<file path="config.mk">
export PLATFORM = sky130hd
export DESIGN_NAME = tone_seq_pwm
export DESIGN_NICKNAME = d
export VERILOG_FILES = /design/src/rtl/tone_seq_pkg.sv /design/src/rtl/tone_cadence.sv /design/src/rtl/tone_pair_rom.sv /design/src/rtl/pwm_stage.sv /design/src/rtl/tone_seq_pwm.sv
export SDC_FILE = /design/constraint.sdc
export NUM_CORES = 1
export LEC_CHECK = 0
export ABC_AREA = 1
export CORE_ASPECT_RATIO = 0.9
export CORE_MARGIN = 2
export CORE_UTILIZATION = 52
export DETAILED_ROUTE_END_ITERATION = 12
export GPL_TIMING_DRIVEN = 1
export PLACE_DENSITY = 0.93
export SYNTH_ARGS = -nofsm -noshare
export SYNTH_HDL_FRONTEND = slang
export SYNTH_HIERARCHICAL = 1
export SYNTH_SLANG_ARGS = --single-unit
export TNS_END_PERCENT = 1
</file>
<file path="constraint.sdc">
create_clock -name clk -period 2.45 [get_ports clk]
set_clock_uncertainty 0.1 [all_clocks]
set_input_delay 0.49 -clock clk [delete_from_list [all_inputs] [get_ports clk]]
set_output_delay 0.49 -clock clk [all_outputs]
set_load 0.02 [all_outputs]
</file>
<file path="src/rtl/tone_seq_pkg.sv">
package tone_seq_pkg;

  localparam int FREQ_W      = 24;
  localparam int NUM_ENTRIES = 13;
  localparam int IDX_W       = $clog2(NUM_ENTRIES);

  typedef logic [FREQ_W-1:0] freq_t;

  typedef struct packed {
    freq_t low;
    freq_t high;
  } tone_pair_t;

  typedef enum logic {
    PH_TONE = 1'b0,
    PH_GAP  = 1'b1
  } cadence_ph_e;

  // Script entry to frequency pair, millihertz
  function automatic tone_pair_t script_pair(input logic [IDX_W-1:0] idx);
    tone_pair_t p;
    case (idx)
      4'd0:    p = '{low: 24'd350000, high: 24'd440000};
      4'd1:    p = '{low: 24'd440000, high: 24'd480000};
      4'd2:    p = '{low: 24'd480000, high: 24'd620000};
      4'd3:    p = '{low: 24'd941000, high: 24'd1336000};
      4'd4:    p = '{low: 24'd697000, high: 24'd1209000};
      4'd5:    p = '{low: 24'd697000, high: 24'd1336000};
      4'd6:    p = '{low: 24'd697000, high: 24'd1477000};
      4'd7:    p = '{low: 24'd770000, high: 24'd1209000};
      4'd8:    p = '{low: 24'd770000, high: 24'd1336000};
      4'd9:    p = '{low: 24'd770000, high: 24'd1477000};
      4'd10:   p = '{low: 24'd852000, high: 24'd1209000};
      4'd11:   p = '{low: 24'd852000, high: 24'd1336000};
      4'd12:   p = '{low: 24'd852000, high: 24'd1477000};
      default: p = '{low: '0, high: '0};
    endcase
    return p;
  endfunction

endpackage

</file>
<file path="src/rtl/tone_cadence.sv">
module tone_cadence
  import tone_seq_pkg::*;
#(
  parameter int TONE_TICKS = 32000,
  parameter int GAP_TICKS  = 16000
) (
  input  logic              clk,
  input  logic              rst_n,
  input  logic              tick,
  output logic [IDX_W-1:0]  idx,
  output cadence_ph_e       phase,
  output logic              load
);

  localparam int MAX_TICKS = (TONE_TICKS > GAP_TICKS) ? TONE_TICKS : GAP_TICKS;
  localparam int CNT_W     = $clog2(MAX_TICKS + 1);
  localparam int LAST_IDX  = NUM_ENTRIES - 1;

  logic [IDX_W-1:0] idx_q, idx_d;
  cadence_ph_e      ph_q, ph_d;
  logic [CNT_W-1:0] cnt_q, cnt_d;
  logic             load_q, load_d;
  logic             adv_en;

  assign adv_en = tick;

  // next-state
  always_comb begin
    idx_d  = idx_q;
    ph_d   = ph_q;
    cnt_d  = cnt_q;
    load_d = 1'b0;
    if (adv_en) begin
      if (cnt_q == CNT_W'(1)) begin
        load_d = 1'b1;
        if (ph_q == PH_TONE) begin
          ph_d  = PH_GAP;
          cnt_d = CNT_W'(GAP_TICKS);
        end else begin
          ph_d  = PH_TONE;
          cnt_d = CNT_W'(TONE_TICKS);
          idx_d = (idx_q == IDX_W'(LAST_IDX)) ? '0 : idx_q + 1'b1;
        end
      end else begin
        cnt_d = cnt_q - 1'b1;
      end
    end
  end

  // state registers, enabled by the sample tick
  always_ff @(posedge clk or negedge rst_n) begin
    if (!rst_n) begin
      idx_q <= '0;
      ph_q  <= PH_TONE;
      cnt_q <= CNT_W'(TONE_TICKS);
    end else if (adv_en) begin
      idx_q <= idx_d;
      ph_q  <= ph_d;
      cnt_q <= cnt_d;
    end
  end

  // load strobe, set out of reset so the first pair is taken
  always_ff @(posedge clk or negedge rst_n) begin
    if (!rst_n) begin
      load_q <= 1'b1;
    end else begin
      load_q <= load_d;
    end
  end

  assign idx   = idx_q;
  assign phase = ph_q;
  assign load  = load_q;

endmodule

</file>
<file path="src/rtl/tone_pair_rom.sv">
module tone_pair_rom
  import tone_seq_pkg::*;
(
  input  logic [IDX_W-1:0] idx,
  input  cadence_ph_e      phase,
  output tone_pair_t       pair
);

  always_comb begin
    if (phase == PH_GAP) begin
      pair = '{low: '0, high: '0};
    end else begin
      pair = script_pair(idx);
    end
  end

endmodule

</file>
<file path="src/rtl/pwm_stage.sv">
module pwm_stage #(
  parameter int PERIOD     = 320,
  parameter int DUTY_W     = 16,
  parameter int RESET_DUTY = 180
) (
  input  logic                      clk,
  input  logic                      rst_n,
  input  logic                      tick,
  input  logic [DUTY_W-1:0]         duty,
  output logic                      pwm,
  output logic [DUTY_W-1:0]         cmp_o,
  output logic [$clog2(PERIOD)-1:0] cnt_o
);

  localparam int PCNT_W = $clog2(PERIOD);
  localparam int CMP_W  = (DUTY_W > PCNT_W) ? DUTY_W : PCNT_W;

  logic [PCNT_W-1:0] cnt_q, cnt_d;
  logic [DUTY_W-1:0] cmp_q;
  logic              cmp_en;
  logic [CMP_W-1:0]  cnt_ext, cmp_ext;

  assign cmp_en = tick;

  always_comb begin
    if (tick) begin
      cnt_d = '0;
    end else if (cnt_q == PCNT_W'(PERIOD - 1)) begin
      cnt_d = '0;
    end else begin
      cnt_d = cnt_q + 1'b1;
    end
  end

  always_ff @(posedge clk or negedge rst_n) begin
    if (!rst_n) begin
      cnt_q <= '0;
    end else begin
      cnt_q <= cnt_d;
    end
  end

  // compare takes the sample finished during the previous tick
  always_ff @(posedge clk or negedge rst_n) begin
    if (!rst_n) begin
      cmp_q <= DUTY_W'(RESET_DUTY);
    end else if (cmp_en) begin
      cmp_q <= duty;
    end
  end

  // set at count 0, reset at the compare value
  assign cnt_ext = CMP_W'(cnt_q);
  assign cmp_ext = CMP_W'(cmp_q);
  assign pwm     = (cnt_ext < cmp_ext);

  assign cmp_o = cmp_q;
  assign cnt_o = cnt_q;

endmodule

</file>
<file path="src/rtl/tone_seq_pwm.sv">
module tone_seq_pwm
  import tone_seq_pkg::*;
#(
  parameter int TONE_TICKS = 32000,
  parameter int GAP_TICKS  = 16000,
  parameter int PWM_PERIOD = 320,
  parameter int DUTY_W     = 16,
  parameter int RESET_DUTY = 180
) (
  input  logic                          clk,
  input  logic                          rst_n,
  input  logic                          sample_tick,
  input  logic [DUTY_W-1:0]             duty_word,
  output logic [tone_seq_pkg::FREQ_W-1:0] tone_a_mhz,
  output logic [tone_seq_pkg::FREQ_W-1:0] tone_b_mhz,
  output logic                          tone_load,
  output logic                          pwm_out
);

  localparam int PCNT_W = $clog2(PWM_PERIOD);

  logic [IDX_W-1:0]  idx_w;
  cadence_ph_e       ph_w;
  tone_pair_t        pair_w;
  logic [DUTY_W-1:0] cmp_w;
  logic [PCNT_W-1:0] pcnt_w;

  tone_cadence #(
    .TONE_TICKS (TONE_TICKS),
    .GAP_TICKS  (GAP_TICKS)
  ) cadence_i (
    .clk   (clk),
    .rst_n (rst_n),
    .tick  (sample_tick),
    .idx   (idx_w),
    .phase (ph_w),
    .load  (tone_load)
  );

  tone_pair_rom rom_i (
    .idx   (idx_w),
    .phase (ph_w),
    .pair  (pair_w)
  );

  pwm_stage #(
    .PERIOD     (PWM_PERIOD),
    .DUTY_W     (DUTY_W),
    .RESET_DUTY (RESET_DUTY)
  ) pwm_i (
    .clk   (clk),
    .rst_n (rst_n),
    .tick  (sample_tick),
    .duty  (duty_word),
    .pwm   (pwm_out),
    .cmp_o (cmp_w),
    .cnt_o (pcnt_w)
  );

  assign tone_a_mhz = pair_w.low;
  assign tone_b_mhz = pair_w.high;

endmodule

</file>
# --- After elaboration in Yosys (flattened, before gate mapping) ---
# Memory sizes are Yosys's and may differ from the RTL's.
# Index checks and enable logic that the tools add are counted.
# Widths: inputs -> output; s select.
classes:
  n_addsub: 3
  n_lt_le_gt_ge: 1
  n_eq_ne: 3
  mux: 9
  n_reduce_logical: 2
ops:
  columns: ["op", "n"]
  rows:
  - ["$mux 48", 1]
  - ["$mux 15", 2]
  - ["$mux 9", 2]
  - ["$lt 9x16->1", 1]
  - ["$eq 15x1->1 const B", 1]
  - ["$sub 15x1->15 const B", 1]
  - ["$add 9x1->9 const B", 1]
  - ["$eq 9x9->1 const B", 1]
  - ["$add 4x1->4 const B", 1]
  - ["$eq 4x4->1 const B", 1]
  - ["$mux 4", 1]
  - ["$mux 1", 3]
  - ["$reduce_and 3->1", 1]
  - ["$reduce_and 2->1", 1]
totals:
  ff_bits: 46
  mem_bits_ro: 544
  out_inout_bits: 50
  wordCells: 25
  mem_count: 1
mem_list:
  columns: ["memory", "depth", "word_bits", "read_ports", "rd_ports_with_merged_regs", "wr", "line", "rtl"]
  rows:
  - ["(name not given)", 16, 34, 1, 0, 0, "tone_seq_pkg.sv:22", "case (idx)"]

# --- Depth between registers and ports, before layout ---
# Gate-level depths: netlist of the first run.
logic_depth:
  depth_word: 3
  mapped_depth: 11
  ltp_nobuf: 11

# --- Modules after synthesis ---
# The synthesis of the first run kept the hierarchy.
by_module_without_submodules:
  columns: ["module", "n_inst", "cells_per_inst", "area_each_um2"]
  rows:
  - ["tone_cadence", 1, 179, 1372.6]
  - ["pwm_stage", 1, 147, 1270.0]
  - ["tone_pair_rom", 1, 143, 789.5]

# --- Worst setup path after synthesis of the first run ---
# OpenSTA, ideal clock, no wires.
synth_path:
  kind: "reg2out"
  start: "register cadence_i.idx_q[1], in the netlist cadence_i/idx[1]"
  end: "output port tone_a_mhz[19] in the netlist's numbering"
  t_arrival_ns: 1.615
  t_required_ns: 1.860
  path_slack_ns: 0.245
  stages_incl_launch_ff: 8
  n_path_buf: 1
  path_cell_list: "dfrtp_1 inv_1 ha_1 inv_1 nand3_1 nand2_1 nor2_1 buf_4"
synth_between:
  elab_chain_cells: 2
synth_lines:
  columns: ["item", "line", "rtl"]
  rows:
  - ["start, declared", "tone_cadence.sv:19", "logic [IDX_W-1:0] idx_q, idx_d;"]
  - ["start signal, assigned", "tone_cadence.sv:57", "idx_q <= idx_d;"]
  - ["$mem_v2 16x34", null, null]
  - ["$mux 48", "tone_pair_rom.sv:10", "if (phase == PH_GAP) begin"]
  - ["end, declared", "tone_seq_pwm.sv:14", "output logic [tone_seq_pkg::FREQ_W-1:0] tone_a_mhz,"]
# Every way passes these cells.

# --- Worst setup path in the final report of the first run ---
layout_path:
  start: "register pwm_i.cmp_q[5], in the netlist pwm_i/cmp_o[5]"
  end: "output port pwm_out"
layout_between:
  elab_chain_cells: 1
layout_lines:
  columns: ["item", "line", "rtl"]
  rows:
  - ["start, declared", "pwm_stage.sv:19", "logic [DUTY_W-1:0] cmp_q;"]
  - ["start signal, assigned", "pwm_stage.sv:46", "cmp_q <= DUTY_W'(RESET_DUTY);"]
  - ["start signal, assigned", "pwm_stage.sv:48", "cmp_q <= duty;"]
  - ["$lt 9x16->1", "pwm_stage.sv:55", "assign pwm = (cnt_ext < cmp_ext);"]
  - ["end, declared", "tone_seq_pwm.sv:17", "output logic pwm_out"]
# Every way passes these cells.

==> results of run 1 <==
[layout by cell type (no fill, tap or decap), types with 2 or more instances in the layout]
cell type | netlist | final
xor2_1 | 9 | 9
nand3b_1 | 3 | 3
nor2_1 | 44 | 44
clkbuf_2 | 0 | 12
dfstp_2 | 11 | 11
ha_1 | 21 | 19
conb_1 | 1 | 14
o21ai_0 | 27 | 25
nand3_2 | 3 | 4
o21ai_1 | 3 | 5
nand2_2 | 10 | 10
clkbuf_8 | 0 | 6
or2_0 | 2 | 2
clkdlybuf4s15_1 | 0 | 2
nor2_4 | 6 | 6
dlymetal6s2s_1 | 0 | 3
nand2_1 | 121 | 121
nand4_1 | 3 | 3
dlygate4sd2_1 | 0 | 17
inv_1 | 59 | 58
nor3_1 | 7 | 7
dfrtp_1 | 35 | 33
clkdlybuf4s50_1 | 0 | 18
nand3_1 | 30 | 29
o21ai_2 | 2 | 2
xnor2_1 | 2 | 2
nand2_4 | 3 | 3
dfrtp_2 | 0 | 2
a21oi_1 | 19 | 19
buf_4 | 21 | 20
ha_2 | 0 | 2
nor2_2 | 12 | 12
[what timing repair did]
| item | in CTS | in global routing |
|---|---|---|
| endpoints found under the setup margin | 35 | 23 |
| buffers inserted | 0 | 0 |
| gates resized for setup | 40 | 33 |
[path summary, 6_finish.rpt]
check / from / to / slack (ns)
setup / recovery: pwm_i/cmp_o[5] / pwm_out / -0.05
hold / removal: rst_n / pwm_i/cmp_o[15] / 0.09
setup reg to reg: cadence_i/cnt_q[1] / cadence_i/cnt_q[6] / 0.82
hold reg to reg: pwm_i/cmp_o[2] / pwm_i/cmp_o[2] / 0.40
max in group asynchronous: rst_n / cadence_i/cnt_q[13] / 1.49
min in group clk: pwm_i/cmp_o[2] / pwm_i/cmp_o[2] / 0.40
[power groups by stage]
stage	clock, uW	combinational, uW	sequential, uW
final	477	973	1090
after global routing	522	1090	1120
after CTS	490	976	1090
after detailed placement	0	1000	1100
after global placement	0	965	1090
after floorplan	0	747	1070
[area by class of cell]
class	instances	area, sq um	area share [%]
Multi-Input combinational cell	347	1880	46.0
Sequential cell	46	1170	28.5
Timing Repair Buffer	73	602	14.7
Inverter	61	236	5.78
Tap cell	90	113	2.75
Clock buffer	7	86.3	2.11
Clock inverter	1	5.00	0.122
[synth_stat cells (6+ instances only)]
library cell  instances  area share [%]
nor3_1                7             1.0
nor2_1               44             4.8
inv_1                59             6.5
xor2_1                9             2.3
buf_4                21             4.6
nand2_1             121              13
ha_1                 21             7.7
nand2_2              10             1.8
nand3_1              30             4.4
o21ai_0              27             3.9
nor2_4                6             2.0
a21oi_1              19             2.8
nor2_2               12             2.2
dfrtp_1              35              26
dfstp_2              11             8.4
[metal layers]
layer | global-route usage, % | wire [um] | share of wire, % | vias to the layer above
met5 | 0 | 0 | 0 | -
met4 | 5.82 | 86 | 1.1 | 0
met3 | 3.46 | 612 | 7.8 | 9
met2 | 41.0 | 3790 | 49 | 126
met1 | 28.6 | 3310 | 42 | 1456
li1 | - | - | - | 1570
[registers in the layout, indices dropped and copies added (netlist names)]
signal / count
cadence_i/idx: 4
cadence_i/cnt_q: 15
pwm_i/cnt_o: 9
pwm_i/cmp_o: 16
cadence_i/phase: 1
cadence_i/load: 1
[stage by stage]
stage / hold WS [ns] / instances / setup WS, ns / area, sq um
3_3_place_gp: 0.374 / 617 / -0.137 / 4060
4_1_cts: 0.105 / 625 / -0.178 / 4120
5_1_grt: 0.124 / 625 / -0.172 / 4090
3_5_place_dp: 0.387 / 617 / -0.186 / 4060
6_report: 0.0934 / 625 / -0.0453 / 4090
2_1_floorplan: 0.0944 / 482 / 0.245 / 3480
[worst max-delay path: stages, from the launching register on]
cell     delay (ns)
dfstp_2        0.53
inv_1          0.05
ha_1           0.30
a21oi_1        0.16
nor2_1         0.06
nor3_1         0.14
nand2_1        0.07
a21oi_1        0.14
buf_4          0.16
[kinds of logic (layout without fill, tap and decap cells)]
family | after synthesis | in the layout | synth area share, %
xor gates and xnor gates | 11 | 11 | 2.81
buffers and inverters | 89 | 142 | 12.9
AOI/OAI and AO/OA | 53 | 53 | 8.02
and+or+nand+nor | 248 | 248 | 34.5
DFF | 46 | 46 | 33.9
adders and majority gates | 21 | 21 | 7.66
other | 1 | 14 | 0.109
==> metrics.md, run 1 <==
| Metric | Value |
|---|---|
| Status | finished, violations left |
| Failing checks | setup timing |
| Vias | 3161 |
| Crit path arrival time | 1.91 ns |
| Synth-to-Final Area Change | 19.2% |
| TritonCTS Sinks | 46 |
| Net Sw Power | 1030 uW |
| Final period util | 102% |
| Largest net degree at the start of global routing | 35 |
| Syn. warnings | 6 |
| Die area | 7270 sq um |
| Post-synth top flop | dfrtp_1 |
| Unrepaired setup endpoints after global routing | true |
| Setup violators final | 1 |
| Avg Inst Size Synth | 7.32 sq um |
| Drt pass-1 iters | 4 |
| Post-synthesis sequential area ratio | 33.9% |
| Clock power share | 18.8% |
| Req. time, crit path | 1.86 ns |
| Cell-internal power | 1510 uW |
| Detailed-placement wirelength estimate | 6190 um |
| Clock insertion delay at the later pin of the skew report | 0.29 ns |
| Hold buffers post-CTS | 0 |
| Worst Path Max Fanout | 2 |
| Num CTS Buffers | 5 |
| Vias per cell | 5.06 |
| CTS root buffer | clkbuf_8 |
| Critical path class | register to output pin |
| Fraction of layout cells with a size suffix above 1 | 18.3% |
| Fillcell total | 576 |
| Die W | 89.6 um |
| GRT overflow | 0 |
| Initial drt markers | 206 |
| Slew headroom | 60.0% |
| Vias in the first global route | 3070 |
| Routed Antenna Nets | 0 |
| GP Congestion | 0.923 |
| Max Slew Vio Count | 0 |
| Worst hold path type | input port to async pin |
| Num ports | 69 |
| Diode count | 0 |
| Sequential power share | 42.9% |
| Setup ws final | -0.0453 ns |
| Max-cap viol count | 0 |
| Async set or reset register ratio after synthesis | 100% |
| H-tree levels | 2 |
| Mapped Cells | 469 |
| Combinational power share | 38.3% |
| Final Util | 63.1% |
| CP endpoint kind | output pin |
| I/O Buffers | 54 |
| Residual DRC count | 0 |
| CTS tree | yes |
| Die height | 81.1 um |
| Synthesized area | 3430 sq um |
| Least-Margin Pin Slew | 0.600 ns |
| Clock buffer depth | 2 |
| Startpoint Class | register |
| Fraction of power spent switching nets | 40.6% |
| Reg2reg path depth | 9 |
| Pwr dens | 621 nW/um^2 |
| Total GRT Usage | 22.9% |
| Achievable Freq | 401 MHz |
| Setup_tns | -0.0453 ns |
| Core area | 6480 sq um |
| Post-synth EDFFs | 0 |
| Pwr Total | 2540 uW |
| Flops & latches, synth | 46 |
| Fin crit period | 2.50 ns |
| Row count | 28 |
| Nets | 574 |
| Hold Vio Cnt, Final | 0 |
| Clk slew on worst S/H paths | 0.08 ns |
| Static leakage | 0.00221 uW |
| First-pass GRT wire length | 13200 um |
| Effective utilization at floorplan | 53.0% |
| Count of cell types in the netlist | 35 |
| VDD IR-drop max | 0.000377 V |
| WL/cell | 12.5 um |
| Detailed-route wire length | 7800 um |
| Initial antenna violation count | 0 |
No activity file was read; power rests on OpenSTA's default activity.
==> run 2: changes to the inputs <==
Settings changed: SKIP_LAST_GASP set to 1.
Clock period 2.45 ns to 2.77 ns, I/O delays scaled along.
==> metrics.md, run 2 (same netlist as run 1, synthesis figures left out) <==
| Metric | Value |
|---|---|
| Diode count | 0 |
| Area after DPL | 4000 sq um |
| Routed wl met2 | 3540 um |
| Hold buffers post-CTS | 0 |
| Row count | 28 |
| Num CTS Buffers | 5 |
| Top Metal Used | met4 |
| Residual DRC count | 0 |
| Die height | 81.1 um |
| Clock buffer depth | 2 |
| Setup ws final | -0.0785 ns |
| VDD IR-drop max | 0.000467 V |
| WL/cell | 11.9 um |
| CTS tree | yes |
| Reg2reg path depth | 9 |
| H-tree levels | 2 |
| Max Slew Vio Count | 0 |
| Initial drt markers | 194 |
| Clock insertion delay at the later pin of the skew report | 0.30 ns |
| Startpoint Class | register |
| Reg-to-reg startpoint | cadence_i/cnt_q[1] |
| Core area | 6480 sq um |
| GP Congestion | 0.925 |
| Die W | 89.6 um |
| Reg2reg setup slack | 1.12 ns |
| Most frequent cells in the layout | 121 x nand2_1, 59 x inv_1, 50 x clkdlybuf4s50_1, 44 x nor2_1, 34 x dfrtp_1 |
| Vias | 3149 |
| I/O Buffers | 54 |
| CP cell instances | inv_1 > ha_1 > inv_1 > nand3_1 > nand3_1 > nor2_1 > clkdlybuf4s50_1 |
| Detailed-placement wirelength estimate | 5720 um |
| Num ports | 69 |
| Top cell family by delay on the critical path | buffers and inverters |
| Die area | 7270 sq um |
| Critical path buffer and inverter count | 3 |
| Effective utilization at floorplan | 53.0% |
| Crit path arrival time | 2.19 ns |
| Unrepaired setup endpoints after global routing | true |
| Reg-to-reg critical path endpoint | cadence_i/cnt_q[4] |
| Clk slew on worst S/H paths | 0.09 ns |
| Drt pass-1 iters | 5 |
| Setup violators final | 8 |
| Routed Antenna Nets | 0 |
| Hold Vio Cnt, Final | 0 |
| TritonCTS Sinks | 46 |
| Final period util | 103% |
| Slew headroom | 37.2% |
| Commonest non-fill, non-tap cell in the layout | nand2_1 |
| Static leakage | 0.00206 uW |
| Max FFs per register | 16 |
| GRT overflow | 0 |
| CP endpoint kind | output pin |
| Critical path class | register to output pin |
| Failing checks | setup timing |
| M1 WL | 3080 um |
| Worst Hold Margin | 0.296 ns |
| Total GRT Usage | 22.5% |
| Largest net degree at the start of global routing | 44 |
| Worst hold path type | input port to async pin |
| Least-Margin Pin Slew | 0.942 ns |
| Vias per cell | 5.10 |
| Finished Cell Area | 4100 sq um |
| First-pass GRT wire length | 13000 um |
| Max-cap viol count | 0 |
| Fraction of layout cells with a size suffix above 1 | 13.9% |
| Initial antenna violation count | 0 |
| Synth-to-Final Area Change | 19.5% |
| Vias in the first global route | 3001 |
| Status | finished, violations left |
| Worst Path Max Fanout | 5 |
| Nets | 566 |
| Worst path max stage delay | 0.61 ns |
| WL met3 | 626 um |
| Fin crit period | 2.85 ns |
| Detailed-route wire length | 7370 um |
| CP Depth | 7 |
| CTS root buffer | clkbuf_8 |
| Achievable Freq | 351 MHz |
| Pwr dens | 555 nW/um^2 |
| Req. time, crit path | 2.12 ns |
| Slowest CP cell | clkdlybuf4s50_1 |
==> run 2: power by group <==
group,switching [uW],total (uW),internal [uW]
clock,235,436,201
combinational,535,872,337
sequential,148,967,818
==> run 2: worst max-delay path by stage <==
| stage | from | to | slack [ns] |
|---|---|---|---|
| CTS | cadence_i/idx[1] | tone_b_mhz[15] | -0.05 |
| global route | cadence_i/idx[0] | tone_b_mhz[8] | -0.20 |
| detailed placement | pwm_i/cmp_o[5] | pwm_out | 0.07 |
| global placement | pwm_i/cmp_o[5] | pwm_out | 0.09 |
| finish | cadence_i/idx[1] | tone_a_mhz[5] | -0.08 |
| floorplan | cadence_i/idx[1] | tone_a_mhz[19] | 0.50 |
==> run 2: layout make-up <==
| cell class | count | area [sq um] |
|---|---|---|
| clock buffer | 6 | 82.6 |
| multi-input combinational | 347 | 1870 |
| tap | 90 | 113 |
| fill | 541 | 2380 |
| clock inverter | 2 | 12.5 |
| inverter | 61 | 236 |
| sequential | 46 | 1170 |
| timing repair buffer | 65 | 618 |
==> run 2: timing repair <==
action,CTS,global route
resized for setup,3,1
endpoints found under the setup margin,14,29
setup buffers,0,0
==> run 2: per-layer routing <==
metal | global-route usage [%] | up-vias
met5 | 0 | -
met4 | 6.57 | 0
met3 | 4.27 | 11
met2 | 39.5 | 151
met1 | 27.9 | 1432
li1 | - | 1555
==> run 2: stage by stage <==
step	power [uW]	setup TNS (ns)	setup slack, ns	std cells	util [%]
after floorplan	1600	0	0.501	482	-
after global placement	1800	0	0.0912	609	61.8
after detailed placement	1850	0	0.0654	609	61.8
after CTS	2290	-0.264	-0.0468	617	63.2
after global routing	2440	-3.08	-0.202	617	63.3
final	2270	-0.326	-0.0785	617	63.3
